===== src/rtl/flash_ring_pkg.sv =====
package flash_ring_pkg;

  typedef enum logic [1:0] {
    OP_NONE  = 2'd0,
    OP_READ  = 2'd1,
    OP_PROG  = 2'd2,
    OP_ERASE = 2'd3
  } flash_op_e;

  typedef struct packed {
    logic scanClr;
    logic scanEval;
    logic scanNext;
    logic ptrLoad;
    logic ptrInc;
    logic dataLoad;
    logic selScan;
    logic selErase;
  } dp_ctrl_t;

endpackage


===== src/rtl/flash_ring_datapath.sv =====
module flash_ring_datapath
  import flash_ring_pkg::*;
#(
  parameter int NUM_SECTORS    = 4,
  parameter int SECTOR_ENTRIES = 4,
  parameter int DATA_W         = 32,
  localparam int NUM_ENTRIES   = NUM_SECTORS * SECTOR_ENTRIES,
  localparam int ENTRY_W       = $clog2(NUM_ENTRIES),
  localparam int OFF_W         = $clog2(SECTOR_ENTRIES)
) (
  input  logic               clk,
  input  logic               rstN,
  input  dp_ctrl_t           ctl,
  input  logic [DATA_W-1:0]  wrData,
  input  logic [DATA_W-1:0]  rdData,
  output logic [ENTRY_W-1:0] flashAddr,
  output logic [DATA_W-1:0]  flashWrData,
  output logic               scanLast,
  output logic               noneEmpty,
  output logic               atBoundary
);

  localparam logic [ENTRY_W-1:0] LAST_IDX = ENTRY_W'(NUM_ENTRIES - 1);

  logic [ENTRY_W-1:0] ptr;
  logic [ENTRY_W-1:0] scanIdx;
  logic [ENTRY_W-1:0] foundIdx;
  logic [ENTRY_W-1:0] eraseBase;
  logic [ENTRY_W-1:0] chosenPtr;
  logic [DATA_W-1:0]  dataReg;
  logic               prevUsed;
  logic               found;
  logic               anyEmpty;
  logic               entry0Empty;
  logic               isEmpty;

  assign isEmpty  = (rdData == {DATA_W{1'b1}});
  assign scanLast = (scanIdx == LAST_IDX);
  assign noneEmpty = !anyEmpty;

  // entry 0 wins when its ring predecessor (last entry) is used
  assign chosenPtr = (found && !(entry0Empty && prevUsed)) ? foundIdx : '0;

  generate
    if (OFF_W == 0) begin : g_single
      assign eraseBase  = ptr;
      assign atBoundary = 1'b1;
    end else begin : g_multi
      assign eraseBase  = {ptr[ENTRY_W-1:OFF_W], {OFF_W{1'b0}}};
      assign atBoundary = (ptr[OFF_W-1:0] == '0);
    end
  endgenerate

  always_ff @(posedge clk) begin
    if (!rstN) begin
      scanIdx     <= '0;
      prevUsed    <= 1'b0;
      found       <= 1'b0;
      foundIdx    <= '0;
      anyEmpty    <= 1'b0;
      entry0Empty <= 1'b0;
    end else if (ctl.scanClr) begin
      scanIdx     <= '0;
      prevUsed    <= 1'b0;
      found       <= 1'b0;
      foundIdx    <= '0;
      anyEmpty    <= 1'b0;
      entry0Empty <= 1'b0;
    end else begin
      if (ctl.scanEval) begin
        if (scanIdx == '0) entry0Empty <= isEmpty;
        if (isEmpty) anyEmpty <= 1'b1;
        if (isEmpty && prevUsed && !found && scanIdx != '0) begin
          found    <= 1'b1;
          foundIdx <= scanIdx;
        end
        prevUsed <= !isEmpty;
      end
      if (ctl.scanNext) scanIdx <= scanIdx + 1'b1;
    end
  end

  always_ff @(posedge clk) begin
    if (!rstN) begin
      ptr     <= '0;
      dataReg <= '0;
    end else begin
      if (ctl.dataLoad) dataReg <= wrData;
      if (ctl.ptrLoad)     ptr <= chosenPtr;
      else if (ctl.ptrInc) ptr <= (ptr == LAST_IDX) ? '0 : ptr + 1'b1;
    end
  end

  always_comb begin
    if (ctl.selScan)       flashAddr = scanIdx;
    else if (ctl.selErase) flashAddr = eraseBase;
    else                   flashAddr = ptr;
  end

  assign flashWrData = dataReg;

endmodule


===== src/rtl/flash_ring_control.sv =====
module flash_ring_control
  import flash_ring_pkg::*;
(
  input  logic       clk,
  input  logic       rstN,
  input  logic       wrReq,
  input  logic       flashBusy,
  input  logic       flashRdValid,
  input  logic       scanLast,
  input  logic       noneEmpty,
  input  logic       atBoundary,
  output dp_ctrl_t   ctl,
  output logic [1:0] flashCmd,
  output logic       wrReady
);

  typedef enum logic [3:0] {
    S_BOOT, S_SCAN_RD, S_SCAN_WAIT, S_LOAD, S_IDLE,
    S_PROG, S_PROG_WAIT, S_ERASE, S_ERASE_WAIT
  } state_e;

  state_e state, stateNext;
  flash_op_e op;

  always_ff @(posedge clk) begin
    if (!rstN) state <= S_BOOT;
    else       state <= stateNext;
  end

  always_comb begin
    stateNext = state;
    ctl       = '0;
    op        = OP_NONE;
    wrReady   = 1'b0;
    case (state)
      S_BOOT: begin
        ctl.scanClr = 1'b1;
        stateNext   = S_SCAN_RD;
      end
      S_SCAN_RD: begin
        op          = OP_READ;
        ctl.selScan = 1'b1;
        stateNext   = S_SCAN_WAIT;
      end
      S_SCAN_WAIT: begin
        if (flashRdValid) begin
          ctl.scanEval = 1'b1;
          if (scanLast) stateNext = S_LOAD;
          else begin
            ctl.scanNext = 1'b1;
            stateNext    = S_SCAN_RD;
          end
        end
      end
      S_LOAD: begin
        ctl.ptrLoad = 1'b1;
        stateNext   = noneEmpty ? S_ERASE : S_IDLE;
      end
      S_IDLE: begin
        wrReady = !flashBusy;
        if (wrReq && !flashBusy) begin
          ctl.dataLoad = 1'b1;
          stateNext    = S_PROG;
        end
      end
      S_PROG: begin
        op         = OP_PROG;
        ctl.ptrInc = 1'b1;
        stateNext  = S_PROG_WAIT;
      end
      S_PROG_WAIT: begin
        if (!flashBusy) stateNext = atBoundary ? S_ERASE : S_IDLE;
      end
      S_ERASE: begin
        op           = OP_ERASE;
        ctl.selErase = 1'b1;
        stateNext    = S_ERASE_WAIT;
      end
      S_ERASE_WAIT: begin
        if (!flashBusy) stateNext = S_IDLE;
      end
      default: stateNext = S_BOOT;
    endcase
  end

  assign flashCmd = op;

endmodule


===== src/rtl/flash_ring_logger.sv =====
module flash_ring_logger
  import flash_ring_pkg::*;
#(
  parameter int NUM_SECTORS    = 4,
  parameter int SECTOR_ENTRIES = 4,
  parameter int DATA_W         = 32,
  localparam int NUM_ENTRIES   = NUM_SECTORS * SECTOR_ENTRIES,
  localparam int ENTRY_W       = $clog2(NUM_ENTRIES)
) (
  input  logic               clk,
  input  logic               rstN,
  input  logic               wrReq,
  input  logic [DATA_W-1:0]  wrData,
  output logic               wrReady,
  output logic [1:0]         flashCmd,
  output logic [ENTRY_W-1:0] flashAddr,
  output logic [DATA_W-1:0]  flashWrData,
  input  logic [DATA_W-1:0]  flashRdData,
  input  logic               flashRdValid,
  input  logic               flashBusy
);

  dp_ctrl_t ctl;
  logic     scanLast;
  logic     noneEmpty;
  logic     atBoundary;

  flash_ring_control u_ctrl (
    .clk          (clk),
    .rstN         (rstN),
    .wrReq        (wrReq),
    .flashBusy    (flashBusy),
    .flashRdValid (flashRdValid),
    .scanLast     (scanLast),
    .noneEmpty    (noneEmpty),
    .atBoundary   (atBoundary),
    .ctl          (ctl),
    .flashCmd     (flashCmd),
    .wrReady      (wrReady)
  );

  flash_ring_datapath #(
    .NUM_SECTORS    (NUM_SECTORS),
    .SECTOR_ENTRIES (SECTOR_ENTRIES),
    .DATA_W         (DATA_W)
  ) u_dp (
    .clk         (clk),
    .rstN        (rstN),
    .ctl         (ctl),
    .wrData      (wrData),
    .rdData      (flashRdData),
    .flashAddr   (flashAddr),
    .flashWrData (flashWrData),
    .scanLast    (scanLast),
    .noneEmpty   (noneEmpty),
    .atBoundary  (atBoundary)
  );

endmodule


===== config.mk =====
export PLATFORM = sky130hd
export DESIGN_NAME = flash_ring_logger
export DESIGN_NICKNAME = d
export VERILOG_FILES = /design/src/rtl/flash_ring_pkg.sv /design/src/rtl/flash_ring_datapath.sv /design/src/rtl/flash_ring_control.sv /design/src/rtl/flash_ring_logger.sv
export SDC_FILE = /design/constraint.sdc
export NUM_CORES = 1
export LEC_CHECK = 0
export ABC_CLOCK_PERIOD_IN_PS = 4000
export BUFFER_PORTS_ARGS = -buffer_cell sky130_fd_sc_hd__clkbuf_2
export CAP_MARGIN = 5
export CORE_ASPECT_RATIO = 1.4
export CORE_MARGIN = 4
export CORE_UTILIZATION = 50
export CTS_CLUSTER_SIZE = 14
export DETAILED_ROUTE_END_ITERATION = 10
export PLACE_DENSITY_LB_ADDON = 0.15
export SLEW_MARGIN = 10
export SYNTH_ARGS = -nofsm -noshare
export SYNTH_HDL_FRONTEND = slang
export SYNTH_HIERARCHICAL = 1
export SYNTH_SLANG_ARGS = --single-unit

===== constraint.sdc =====
create_clock -name clk -period 4 [get_ports clk]
set_clock_uncertainty 0.05 [all_clocks]
set_input_delay 0.4 -clock clk [delete_from_list [all_inputs] [get_ports clk]]
set_output_delay 0.4 -clock clk [all_outputs]
set_load 0.03 [all_outputs]

## Word level (Yosys, flattened, before mapping)

Index checks and enable logic that the tools add are counted.

| word-level totals | value |
|---|---|
| flip-flop bits (word level) | 52 |
| bits of input ports | 69 |
| output and inout bits | 39 |
| logic and storage cells | 73 |

| cells by class | value |
|---|---|
| $add $sub $neg | 2 |
| eq/ne operators | 15 |
| multiplexer cells | 26 |
| bitwise gates (word level) | 1 |
| reductions and logical operators | 20 |

Operator list:

| cell | count |
|---|---|
| two-way mux 4 bit | 9 |
| case mux 4 bit (9 select lines) | 1 |
| equality test 32 bit (second input constant) | 1 |
| equality test 4 x 3 -> 1 bit (second input constant) | 4 |
| equality test 4 bit (second input constant) | 3 |
| two-way mux 2 bit | 6 |
| two-way mux 1 bit | 9 |
| adder 4 x 1 -> 4 bit (second input constant) | 2 |
| equality test 4 x 2 -> 1 bit (second input constant) | 2 |
| zero test 4 bit | 2 |
| logical AND 1 bit | 6 |
| inequality test 2 bit (second input constant) | 3 |
| case mux 2 bit (3 select lines) | 1 |
| AND reduction 2 bit | 3 |
| equality test 4 x 1 -> 1 bit (second input constant) | 1 |
| zero test 1 bit | 4 |
| AND reduction 4 bit | 1 |
| nonzero test 4 bit | 1 |
| zero test 2 bit | 1 |
| inequality test 2 x 1 -> 1 bit (second input constant) | 1 |
| nonzero test 2 bit | 1 |
| OR reduction 2 bit | 1 |
| NOT 1 bit | 1 |

## Longest topological paths before layout

Gate-level depths: netlist of run 1.

| depth | value |
|---|---|
| depth in word-level cells | 5 |
| gate-level depth with buffers | 8 |
| mapped depth without buffers | 7 |

## Cells and area by module

Netlist of run 1, hierarchy kept.

By module, submodules not included:

| module | times used | cells each | area each (um2) | sequential area each (um2) |
|---|---|---|---|---|
| flash_ring_datapath | 1 | 206 | 2,109.5 | 960.9 |
| flash_ring_control | 1 | 55 | 406.6 | 80.1 |

## Least setup slack after synthesis of run 1

No wires, ideal clock.

| timing | value |
|---|---|
| path type | register to output |
| start | register u_ctrl.state[3] |
| end | output port flashAddr[0] |
| arrival time | 1,404 ps |
| data required time | 3,550 ps |
| slack | 2,146 ps |
| cell stages (with the launch flop) | 5 |
| buffers on the path | 1 |
| cells stage by stage | dfxtp_1 buf_6 nand2b_1 nor2_1 o31ai_1 |

RTL lines:

| element | line | text |
|---|---|---|
| start, declared | flash_ring_control.sv:22 | `state_e state, stateNext;` |
| start signal, assigned | flash_ring_control.sv:27 | `else state <= stateNext;` |
| end, declared | flash_ring_logger.sv:16 | `output logic [ENTRY_W-1:0] flashAddr,` |

==> impl_metrics.env, run 1 <==
export IMPL_nNetsFinal=434
export IMPL_port_buffers=107
export IMPL_antenna_left=0
export IMPL_outcome="finished, final reports clean"
export IMPL_area_delta_synth_final_pct=26.2
export IMPL_reg2reg_slack_ps=1760
export IMPL_hold_violations=0
export IMPL_antennaDiodeCount=0
export IMPL_r2r_cells=5
export IMPL_grt_max_degree=43
export IMPL_die_area_sq_mm=0.00625
export IMPL_power_mw=1.32
export IMPL_clk_latency_ps=310
export IMPL_yosysWarningCount=6
export IMPL_rsz0062_at_grt="false"
export IMPL_gp_congestion=0.809
export IMPL_tritoncts="yes"
export IMPL_first_pass_iters=6
export IMPL_final_cell_count_no_fill=426
export IMPL_hpwl_um=4210
export IMPL_synth_cell_types=47
export IMPL_grt_overflow_total=0
export IMPL_fin_crit_ps=2700
export IMPL_setup_violations_final=0
export IMPL_rows=30
export IMPL_cts_inserted_buffers=5
export IMPL_clock_fmax_mhz=370
export IMPL_cp_data_required_time_ps=3550
export IMPL_die_width_um=68.0
export IMPL_whs_endpoint="u_dp/flashWrData[17]$_SDFFE_PN0P_"
export IMPL_die_h_um=91.9
export IMPL_yosysSeqAreaShare_pct=41.4
export IMPL_synth_fp_nets=334
export IMPL_vias=2132
export IMPL_syn_area_sq_mm=0.00252
export IMPL_synth_area_leaders="dfxtp_1, mux2i_1, nor2b_1, nand2_1, ha_1"
export IMPL_drive_gt1_share_pct=35.1
export IMPL_critical_path_arrival_ps=2250
export IMPL_drc=0
export IMPL_layout_common_cells="clkbuf_2, dfxtp_1, mux2i_1"
export IMPL_final_setup_tns_ps=0
export IMPL_num_fill_cells=413
export IMPL_worst_hold_path_num_cells=3
export IMPL_synth_largest_area_cell="dfxtp_1"
export IMPL_clk_pin_slew_ps=100
export IMPL_viasPerCell=5.00
export IMPL_hp_start="wrData[17]"
export IMPL_max_vdd_ir_drop_mv=0.216
export IMPL_ys_seq_elements=52
export IMPL_start_util_pct=51.6
export IMPL_cap_violations=0
export IMPL_critPathMaxFanout=15
export IMPL_slew_viol_final=0
export IMPL_cts_root_buf="clkbuf_8"
export IMPL_clock_sinks=52
export IMPL_first_global_vias=2024
export IMPL_tightest_slew_ps=922
export IMPL_wl_per_cell_um=12.8
export IMPL_end_kind="output pin"
export IMPL_p_leak_nw=1.36
export IMPL_hold_buffers=0
export IMPL_cts_resized=0
export IMPL_power_density_mw_per_mm2=417
export IMPL_dpl_cell_count=418
export IMPL_drt_wl_total_um=5470
export IMPL_hp_class="input port to flop"
export IMPL_ios=108
export IMPL_layout_commonest_cell="clkbuf_2"
export IMPL_drt_initial_drc_count=86
export IMPL_r2r_end="u_dp/ptr[0]$_SDFFE_PN0P_"
export IMPL_core_sq_mm=0.00488
export IMPL_syn_avg_cell_area_sq_um=9.64
export IMPL_grt_pass1_wl_um=8750
export IMPL_grt_usage_pct=17.4
export IMPL_slew_headroom_pct=38.5
export IMPL_htree_levels=2
export IMPL_timing_final_crit_share_pct=67.5
export IMPL_netlist_instances=261
export IMPL_cts_setup_buffers=0
export IMPL_clockBufferDepth=2
export IMPL_worstSetupStartpointType="flop"
export IMPL_antenna_found_initial=0
export IMPL_synth_top_area_share_pct=41.4
export IMPL_reg2reg_from="u_ctrl/state[1]$_SDFFE_PN0P_"
export IMPL_path_class="flop to output pin"
-- flip-flops by register name (all words and copies together), names as in the netlist --
register and flops:
u_dp/flashWrData 32, u_dp/scanIdx 4, u_ctrl/state 4, u_dp/foundIdx 4, u_dp/ptr 4, u_dp/prevUsed 1
u_dp/entry0Empty 1, u_dp/found 1, u_dp/anyEmpty 1
-- how the worst max path moves through the flow --
stage / from / to / slack, ps
2_1_floorplan: u_ctrl/state[3]$_SDFFE_PN0P_ / flashAddr[0] / 2150
3_3_place_gp: u_ctrl/state[0]$_SDFFE_PN0P_ / flashAddr[3] / 1680
3_5_place_dp: u_ctrl/state[0]$_SDFFE_PN0P_ / flashAddr[3] / 1670
4_1_cts: u_ctrl/state[0]$_SDFFE_PN0P_ / flashAddr[3] / 1290
5_1_grt: u_ctrl/state[0]$_SDFFE_PN0P_ / flashAddr[2] / 1120
6_report: u_ctrl/state[0]$_SDFFE_PN0P_ / flashAddr[3] / 1300
-- synth_stat cells (all sizes together) --
master / count
nor4: 4
a221o: 1
a21boi: 1
a41oi: 1
nor2b: 35
inv: 8
o21bai: 1
nor3b: 2
o211a: 1
a21oi: 8
nand3b: 3
ha: 4
mux2: 2
nand2: 20
nor3: 6
o22a: 1
nand4b: 1
o21a: 1
a2bb2oi: 1
a31oi: 3
dfxtp: 52
buf: 8
nand2b: 3
and3b: 1
nor2: 13
nand4: 10
clkbuf: 6
o31ai: 4
and3: 3
nand3: 4
mux2i: 38
o21ai: 3
o311a: 1
xor2: 4
xnor2: 2
and2b: 2
a221oi: 1
and2: 2
-- routing by layer --
metal / up-vias / part of all wire [%] / track usage [%]
met5: - / 0 / 0
met4: 0 / 2.4 / 6.97
met3: 11 / 8.0 / 3.80
met2: 85 / 50 / 30.1
met1: 927 / 40 / 20.2
li1: 1109 / - / -
-- power by group --
part | switching, mW | internal, mW | leakage (nW)
clock | 0.180 | 0.189 | 0.0548
sequential | 0.0571 | 0.549 | 0.420
combinational | 0.200 | 0.148 | 0.886
total | 0.437 | 0.885 | 1.36
-- critical path: stages, from the launching register on --
cell and delay (ps):
dfxtp_1 590, nand2b_1 170, nor3_1 590, mux2_2 410, clkbuf_2 190
-- cells by family (layout without fill, tap and decap cells) --
| logic type | count (synthesis) | count (layout) | share of synthesized area [%] |
|---|---|---|---|
| AO/OA/AOI/OAI | 28 | 28 | 7.86 |
| AND/OR/NAND/NOR | 109 | 109 | 26.6 |
| XOR/XNOR | 6 | 6 | 2.09 |
| multiplexers | 40 | 40 | 16.0 |
| flip-flops | 52 | 52 | 41.4 |
| buffers and inverters | 22 | 123 | 4.13 |
| adder cells (fa/ha/maj) | 4 | 4 | 1.99 |
-- per-stage QoR --
stage | area (sq um) | setup WS [ps] | util, % | hold slack, ps
6_report | 3170 | 1300 | 65.1 | 298
4_1_cts | 3170 | 1290 | 65.1 | 296
5_1_grt | 3170 | 1120 | 65.1 | 298
2_1_floorplan | 2520 | 2150 | - | 387
3_5_place_dp | 3060 | 1670 | 62.7 | 410
3_3_place_gp | 3060 | 1680 | 62.7 | 400
-- area by class of cell --
type / instances / area [sq um] / share of cell area (%)
clock inverter: 3 / 46.3 / 1.46
inverter: 8 / 30.0 / 0.946
sequential: 52 / 1040 / 32.8
timing repair buffer: 107 / 536 / 16.9
clock buffer: 5 / 68.8 / 2.17
multi-input combinational: 187 / 1370 / 43.2
tap: 64 / 80.1 / 2.52
Power figures use the tool's default switching activity.
==> inputs of run 2 (changes only) <==
ABC_CLOCK_PERIOD_IN_PS = 2700   (was 4000)
CORE_UTILIZATION = 47   (was 50)
clock period = 2.7 ns   (was 4 ns; I/O delays follow)
==> run 2 against run 1 <==
  * Worst hold slack worse by 130 ps
  * Non-clock buffer count grew 3
  * Sequential share of layout area down 0.052 points
  * Combinational power increased by 52%
  * Cell area up 0.16%
  * Sequential power grew 48%
  * Global-route usage shrank 0.56 points
  * First-iteration DRC count shrank 27%
  * Wire length shrank 0.73%
  * Critical path type unchanged
==> impl_metrics.env, run 2 (synthesized netlist as in run 1, its figures left out) <==
export IMPL_internal_power_mw=1.23
export IMPL_tightest_slew_ps=621
export IMPL_setup_violations_final=0
export IMPL_die_area_sq_mm=0.00661
export IMPL_start_util_pct=48.4
export IMPL_drc=0
export IMPL_cap_violations=0
export IMPL_slew_headroom_pct=58.6
export IMPL_multiInputGateArea_sq_mm=0.00137
export IMPL_max_stage_delay_ps=600
export IMPL_hold_buffers=0
export IMPL_grt_usage_pct=16.9
export IMPL_tritoncts="yes"
export IMPL_r2r_end="u_dp/foundIdx[1]$_SDFFE_PP0P_"
export IMPL_cts_resized=0
export IMPL_hold_violations=0
export IMPL_whs_endpoint="u_dp/flashWrData[27]$_SDFFE_PN0P_"
export IMPL_fin_crit_ps=2260
export IMPL_antenna_found_initial=0
export IMPL_final_setup_tns_ps=0
export IMPL_cp_data_required_time_ps=2380
export IMPL_wl_per_cell_um=12.6
export IMPL_drive_gt1_share_pct=35.6
export IMPL_slew_viol_final=0
export IMPL_place_ws_ps=736
export IMPL_vias=2174
export IMPL_core_sq_mm=0.00520
export IMPL_path_class="flop to output pin"
export IMPL_layout_commonest_cell="clkbuf_2"
export IMPL_layout_common_cells="clkbuf_2, dfxtp_1, mux2i_1"
export IMPL_grt_overflow_total=0
export IMPL_end_kind="output pin"
export IMPL_grt_max_degree=43
export IMPL_outcome="finished, final reports clean"
export IMPL_crit_path_cell_trace="nand2b_1 > nor3_1 > buf_4 > mux2_2 > clkbuf_2"
export IMPL_rows=31
export IMPL_crit_path_top_delay_cell="dfxtp_1"
export IMPL_nNetsFinal=437
export IMPL_combPwrFrac_pct=28.1
export IMPL_port_buffers=107
export IMPL_reg2reg_from="u_ctrl/state[1]$_SDFFE_PN0P_"
export IMPL_htree_levels=2
export IMPL_drt_initial_drc_count=63
export IMPL_reg2reg_slack_ps=740
export IMPL_drt_wl_total_um=5430
export IMPL_hp_class="input port to flop"
export IMPL_swShare_pct=34.6
export IMPL_rsz0062_at_grt="false"
export IMPL_hp_start="wrData[27]"
export IMPL_timing_final_crit_share_pct=83.6
export IMPL_max_vdd_ir_drop_mv=0.359
export IMPL_area_delta_synth_final_pct=26.4
export IMPL_dpl_cell_count=423
export IMPL_antenna_left=0
export IMPL_worstSetupStartpointType="flop"
export IMPL_cts_root_buf="clkbuf_8"
export IMPL_fin_ws_ps=443
export IMPL_clock_sinks=52
export IMPL_clk_latency_ps=310
export IMPL_antennaDiodeCount=0
export IMPL_cts_inserted_buffers=5
export IMPL_seq_power_share_pct=47.7
export IMPL_die_h_um=94.6
export IMPL_critical_path_arrival_ps=1940
export IMPL_power_density_mw_per_mm2=593
export IMPL_die_width_um=69.8
export IMPL_p_leak_nw=1.37
export IMPL_clkPwrFrac_pct=24.2
export IMPL_first_global_vias=2143
export IMPL_final_cell_count_no_fill=431
export IMPL_seq_area_sq_mm=0.00104
export IMPL_ios=108
export IMPL_grt_pass1_wl_um=9320
export IMPL_utilization_pct=61.2
export IMPL_clockBufferDepth=2
export IMPL_p_sw_mw=0.652
export IMPL_gp_congestion=0.864
export IMPL_r2r_cells=6
export IMPL_critPathMaxFanout=15
export IMPL_worst_hold_path_num_cells=3
export IMPL_largest_register_ffs=32
export IMPL_clock_fmax_mhz=443
export IMPL_hpwl_um=4280
export IMPL_cts_setup_buffers=0
export IMPL_num_fill_cells=489
export IMPL_viasPerCell=5.04
export IMPL_first_pass_iters=5
export IMPL_clk_pin_slew_ps=100
## run 2: changes by cell type in the layout (fill, tap and decap cells not counted)
cell        before  now
bufinv_16        1    0
clkinvlp_4       1    0
buf_4            0    3
clkinv_4         0    2
## run 2: worst max-delay path by stage
stage,end,from
CTS,flashAddr[3],u_ctrl/state[0]$_SDFFE_PN0P_
global route,flashAddr[3],u_ctrl/state[0]$_SDFFE_PN0P_
finish,flashAddr[2],u_ctrl/state[0]$_SDFFE_PN0P_
detailed placement,u_dp/flashWrData[15]$_SDFFE_PN0P_,u_ctrl/state[1]$_SDFFE_PN0P_
global placement,flashAddr[2],u_ctrl/state[0]$_SDFFE_PN0P_
floorplan,u_dp/flashWrData[10]$_SDFFE_PN0P_,u_ctrl/state[0]$_SDFFE_PN0P_
## run 2: metrics by stage
stage | hold WS (ps) | cell area [sq um] | power [mW]
after global placement | 403 | 3080 | 1.44
after CTS | 151 | 3180 | 1.91
final | 165 | 3180 | 1.89
after global routing | 165 | 3180 | 2.02
after floorplan | 338 | 2520 | 1.30
after detailed placement | 401 | 3080 | 1.45
## run 2: per-layer routing
layer	global-route usage, %	vias to the layer above	part of all wire (%)
met3	4.26	4	8.2
met1	20.5	979	42
met4	3.99	0	0.74
met2	29.9	82	49
met5	0	-	0
li1	-	1109	-
## run 2: critical path, delay by kind of cell, from the launching register on
kind / cells / cell delay, ps
buffers and inverters: 2 / 360
multiplexers: 1 / 320
flip-flops: 1 / 600
AND/OR/NAND/NOR: 2 / 340
## run 2: final cells by class
type | count | area share, %
well taps | 66 | 2.60
inverters | 8 | 0.945
repair buffers | 110 | 17.6
clock inverters | 3 | 0.826
multi-input cells | 187 | 43.2
clock buffers | 5 | 2.16
flip-flops and latches | 52 | 32.7
## run 2: power by group through the flow
stage	Clock, mW	Combinational, mW	Sequential [mW]
final	0.457	0.530	0.899
after global routing	0.515	0.590	0.913
after detailed placement	0	0.533	0.914
after global placement	0	0.526	0.912
after CTS	0.480	0.535	0.897
after floorplan	0	0.410	0.885
